===== config.mk =====
export PLATFORM = sky130hd
export DESIGN_NAME = dclkgen_top
export DESIGN_NICKNAME = d
export VERILOG_FILES = /design/src/rtl/dclkgen_pkg.sv /design/src/rtl/dclkgen_regs.sv /design/src/rtl/dclkgen_chan.sv /design/src/rtl/dclkgen_top.sv
export SDC_FILE = /design/constraint.sdc
export NUM_CORES = 1
export LEC_CHECK = 0
export BUFFER_PORTS_ARGS = -buffer_cell sky130_fd_sc_hd__buf_2
export CORE_MARGIN = 5
export CORE_UTILIZATION = 49
export DETAILED_ROUTE_END_ITERATION = 10
export PLACE_DENSITY = 0.89
export RECOVER_POWER = 100
export SLEW_MARGIN = 40
export SYNTH_ARGS = -nofsm -noshare
export SYNTH_HDL_FRONTEND = slang
export SYNTH_HIERARCHICAL = 1
export SYNTH_SLANG_ARGS = --single-unit

===== constraint.sdc =====
create_clock -name clk -period 1.7 [get_ports clk]
set_input_delay 0.17 -clock clk [delete_from_list [all_inputs] [get_ports clk]]
set_output_delay 0.17 -clock clk [all_outputs]
set_load 0.02 [all_outputs]

===== src/rtl/dclkgen_pkg.sv =====
package dclkgen_pkg;

  localparam int NUM_CH  = 2;
  localparam int LANE_W  = 16;
  localparam int REG_W   = NUM_CH * LANE_W;
  localparam int CNT_W   = 4;
  localparam int BIT_ON  = 0;
  localparam int BIT_SRC = 1;
  localparam int DIV_LSB = 4;
  localparam int CMP_LSB = 8;

  typedef struct packed {
    logic [CNT_W-1:0] cmp;
    logic [CNT_W-1:0] div;
    logic             src;
    logic             on;
  } chan_cfg_t;

  localparam int CFG_W = $bits(chan_cfg_t);

  function automatic chan_cfg_t unpack_lane(input logic [LANE_W-1:0] lane);
    chan_cfg_t c;
    c.on  = lane[BIT_ON];
    c.src = lane[BIT_SRC];
    c.div = lane[DIV_LSB +: CNT_W];
    c.cmp = lane[CMP_LSB +: CNT_W];
    return c;
  endfunction

  function automatic logic [LANE_W-1:0] pack_lane(input chan_cfg_t c);
    logic [LANE_W-1:0] lane;
    lane = '0;
    lane[BIT_ON]              = c.on;
    lane[BIT_SRC]             = c.src;
    lane[DIV_LSB +: CNT_W]    = c.div;
    lane[CMP_LSB +: CNT_W]    = c.cmp;
    return lane;
  endfunction

  // End of a divided period: the phase has reached the active divide value.
  function automatic logic period_end(input logic [CNT_W-1:0] phase,
                                      input logic [CNT_W-1:0] div);
    return phase >= div;
  endfunction

  // Output level for a phase inside a period of length div+1 (div > 0).
  function automatic logic phase_level(input logic [CNT_W-1:0] phase,
                                       input logic [CNT_W-1:0] cmp);
    return phase > cmp;
  endfunction

endpackage


===== src/rtl/dclkgen_regs.sv =====
module dclkgen_regs
  import dclkgen_pkg::*;
(
  input  logic                       clk,
  input  logic                       rst_n,
  input  logic                       wr_en,
  input  logic [NUM_CH-1:0]          wr_sel,
  input  logic [REG_W-1:0]           wr_data,
  output chan_cfg_t [NUM_CH-1:0]     cfg_q,
  output chan_cfg_t [NUM_CH-1:0]     cfg_nxt,
  output logic [REG_W-1:0]           rd_data
);

  for (genvar g = 0; g < NUM_CH; g++) begin : g_lane
    chan_cfg_t lane_q;
    chan_cfg_t lane_d;
    logic      lane_hit;

    assign lane_hit = wr_en && wr_sel[g];
    assign lane_d   = lane_hit ? unpack_lane(wr_data[g*LANE_W +: LANE_W]) : lane_q;

    always_ff @(posedge clk) begin
      if (!rst_n) lane_q <= '0;
      else        lane_q <= lane_d;
    end

    assign cfg_q[g]                      = lane_q;
    assign cfg_nxt[g]                    = lane_d;
    assign rd_data[g*LANE_W +: LANE_W]   = pack_lane(lane_q);
  end

endmodule


===== src/rtl/dclkgen_chan.sv =====
module dclkgen_chan
  import dclkgen_pkg::*;
(
  input  logic             clk,
  input  logic             rst_n,
  input  chan_cfg_t        cfg_q,
  input  chan_cfg_t        cfg_nxt,
  input  logic             tick_a,
  input  logic             tick_b,
  output logic             level,
  output logic [CNT_W-1:0] phase_o,
  output logic [CNT_W-1:0] div_act_o,
  output logic [CNT_W-1:0] cmp_act_o,
  output logic             step_o,
  output logic             wrap_o
);

  logic [CNT_W-1:0] phase_q;
  logic [CNT_W-1:0] div_act_q;
  logic [CNT_W-1:0] cmp_act_q;
  logic             tick_sel;
  logic             step;
  logic             wrap;

  assign tick_sel = cfg_q.src ? tick_b : tick_a;
  assign step     = cfg_q.on & tick_sel;
  assign wrap     = step & period_end(phase_q, div_act_q);

  always_ff @(posedge clk) begin
    if (!rst_n) begin
      phase_q   <= '0;
      div_act_q <= '0;
      cmp_act_q <= '0;
    end else if (!cfg_q.on) begin
      phase_q   <= '0;
      div_act_q <= cfg_nxt.div;
      cmp_act_q <= cfg_nxt.cmp;
    end else if (wrap) begin
      phase_q   <= '0;
      div_act_q <= cfg_q.div;
      cmp_act_q <= cfg_q.cmp;
    end else if (step) begin
      phase_q   <= phase_q + 1'b1;
    end
  end

  always_comb begin
    if (!cfg_q.on)            level = 1'b0;
    else if (div_act_q == '0) level = step;
    else                      level = phase_level(phase_q, cmp_act_q);
  end

  assign phase_o   = phase_q;
  assign div_act_o = div_act_q;
  assign cmp_act_o = cmp_act_q;
  assign step_o    = step;
  assign wrap_o    = wrap;

endmodule


===== src/rtl/dclkgen_top.sv =====
module dclkgen_top
  import dclkgen_pkg::*;
(
  input  logic              clk,
  input  logic              rst_n,
  input  logic              wr_en,
  input  logic [NUM_CH-1:0] wr_sel,
  input  logic [REG_W-1:0]  wr_data,
  output logic [REG_W-1:0]  rd_data,
  input  logic              ref_tick_a,
  input  logic              ref_tick_b,
  output logic [NUM_CH-1:0] clk_out
);

  chan_cfg_t [NUM_CH-1:0]            cfg_q;
  chan_cfg_t [NUM_CH-1:0]            cfg_nxt;
  logic [NUM_CH-1:0][CNT_W-1:0]      phase_w;
  logic [NUM_CH-1:0][CNT_W-1:0]      div_act_w;
  logic [NUM_CH-1:0][CNT_W-1:0]      cmp_act_w;
  logic [NUM_CH-1:0]                 step_w;
  logic [NUM_CH-1:0]                 wrap_w;

  dclkgen_regs u_regs (
    .clk     (clk),
    .rst_n   (rst_n),
    .wr_en   (wr_en),
    .wr_sel  (wr_sel),
    .wr_data (wr_data),
    .cfg_q   (cfg_q),
    .cfg_nxt (cfg_nxt),
    .rd_data (rd_data)
  );

  for (genvar g = 0; g < NUM_CH; g++) begin : g_ch
    logic             lvl;
    logic [CNT_W-1:0] ph;
    logic [CNT_W-1:0] dv;
    logic [CNT_W-1:0] cm;
    logic             st;
    logic             wp;

    dclkgen_chan u_chan (
      .clk       (clk),
      .rst_n     (rst_n),
      .cfg_q     (cfg_q[g]),
      .cfg_nxt   (cfg_nxt[g]),
      .tick_a    (ref_tick_a),
      .tick_b    (ref_tick_b),
      .level     (lvl),
      .phase_o   (ph),
      .div_act_o (dv),
      .cmp_act_o (cm),
      .step_o    (st),
      .wrap_o    (wp)
    );

    assign clk_out[g]   = lvl;
    assign phase_w[g]   = ph;
    assign div_act_w[g] = dv;
    assign cmp_act_w[g] = cm;
    assign step_w[g]    = st;
    assign wrap_w[g]    = wp;
  end

endmodule


==> flow_metrics.tcl <==
set metrics [dict create \
    outcome "finished, violations left" \
    violations "negative setup slack" \
    grt_usage 0.178 \
    use_met2 0.282 \
    hpwl_um 4520 \
    required_ns 1.53 \
    drtIter0Drc 118 \
    vdd_drop_max_mv 0.646 \
    path_class "flop to output pin" \
    row_count 28 \
    setup_ws_ns -0.168 \
    syn2layout_area_growth_pct 17.6 \
    reg2reg_slack_ns -0.12 \
    cap_viol_max_count 0 \
    holdCritStartpoint "wr_data[17]" \
    gp_congestion 0.899 \
    ant_nets 0 \
    drt-vias-per-instance 5.47 \
    rsz0062_at_grt "yes" \
    start_util 0.500 \
    tritoncts "done" \
    synth_warnings 6 \
    syn_area_per_cell_sq_um 8.86 \
    worstPathArrival_ns 1.70 \
    tightest_slew_ns 0.573 \
    drc 0 \
    fmax_ghz 0.535 \
    io_buffers 48 \
    use_met1 0.238 \
    syn_inst 330 \
    r2r_cells 7 \
    h-tree-depth 2 \
    dieArea_sq_um 7610 \
    r2r_end "g_ch[0].u_chan/div_act_o[3]" \
    drive_gt1_frac 0.420 \
    grt_pass1_wl_um 11000 \
    fp.dieW_um 87.3 \
    root_buffer "clkbuf_8" \
    cts.clk_slew.worst_paths_ns 0.09 \
    whs_endpoint "u_regs/cfg_q[11]" \
    routed_wl_um 6790 \
    dieHeight_um 87.3 \
    place_ws_ns -0.110 \
    endpoint_kind "output pin" \
    num_vias 2428 \
    coreArea_sq_um 5850 \
    grt_max_degree 81 \
    r2r_start "g_ch[0].u_chan/phase_o[1]" \
    power_leakage_nw 1.40 \
    hp-class "input port to flop" \
    mostFrequentLayoutCells "nand2_1 (36), dfxtp_1 (29), buf_2 (25), clkbuf_1 (25), nand4_1 (20)" \
    ios 73 \
    p_per_area_nw_per_um2 688 \
    dr.pass1.iters 4 \
    grt_overflow 0 \
    fin_nets 425 \
    cts_buffers 5 \
    placed_cells 429 \
    slew_viol_final 0 \
    clk_latency_ns 0.30 \
    diodes 0 \
    busiest_layer "met2" \
    cts_buffer_depth 2 \
    clock_sinks 44 \
    grt_pass1_vias 2356 \
    final_cells 444 \
    finalSetupViolCount 23 \
    cp-start-kind "flop" \
    use_met3 0.0369 \
    syn_area_sq_um 2920 \
    hold_viol_final 0 \
    skew_ns 0.00617 \
    slew_headroom 0.618 \
    holdBufCountCts 0 \
    final_common_cell "nand2_1" \
    wire_per_inst_um 15.3 \
    cp_max_fo 3 \
    whs_path_depth 3 \
    period_share 1.10 \
    min_period_ns 1.87 \
    total_power_mw 2.37 \
    tns_ns -1.25 \
    antenna_found_initial 0 \
]
## repair_timing
| action | 4_1_cts | 5_1_grt |
|---|---|---|
| hold endpoints to repair | 0 | 0 |
| pin swaps | 15 | 13 |
| gates resized for setup | 47 | 26 |
| endpoints found under the setup margin | 26 | 26 |
| buffers inserted | 4 | 3 |
## worst max-delay path by stage
| stage | from | end | slack, ns | depth (start not counted) |
|---|---|---|---|---|
| 3_3_place_gp | g_ch[0].u_chan/phase_o[0] | g_ch[0].u_chan/div_act_o[0] | -0.03 | 7 |
| 5_1_grt | g_ch[1].u_chan/cmp_act_o[2] | clk_out[1] | -0.22 | 6 |
| 3_5_place_dp | g_ch[0].u_chan/phase_o[0] | g_ch[0].u_chan/div_act_o[3] | -0.11 | 7 |
| 4_1_cts | g_ch[0].u_chan/cmp_act_o[1] | clk_out[0] | -0.16 | 7 |
| 2_1_floorplan | g_ch[0].u_chan/phase_o[0] | g_ch[0].u_chan/cmp_act_o[0] | 0.008 | 7 |
| 6_report | g_ch[1].u_chan/phase_o[2] | clk_out[1] | -0.17 | 5 |
## power by group
part	total (mW)	internal [mW]	switching [mW]
clock	0.677	0.291	0.386
sequential	1.13	1.08	0.0479
combinational	0.560	0.264	0.296
## stage by stage
step	util	instance area, sq um	hold WS [ns]
floorplan	-	2970	0.334
global placement	0.529	3100	0.436
detailed placement	0.529	3100	0.443
CTS	0.577	3370	0.124
global route	0.588	3440	0.128
finish	0.588	3440	0.134
## worst max-delay path: stages (launching register included)
cell and delay (ns):
dfxtp_4 0.36, ha_1 0.28, and2_4 0.17, a32o_2 0.28, a21oi_2 0.17, buf_6 0.14
## registers in the layout, indices dropped and copies added, names as in the netlist
signal	flops
g_ch.u_chan/phase_o	8
g_ch.u_chan/div_act_o	8
g_ch.u_chan/cmp_act_o	8
u_regs/cfg_q	20
## layer usage
metal,share of wire,vias up
met2,0.48,63
met1,0.46,1171
li1,-,1185
met5,0,-
met4,0.018,0
met3,0.048,9
## cell type report
cell class                 count  area [sq um]
clock buffer                   5          68.8
clock inverter                 3          23.8
fill                         465          2410
inverter                      16          60.1
multi-input combinational    226          1820
sequential                    44           905
tap                           75          93.8
timing repair buffer          75           465
(Power assumes the default switching activity.)
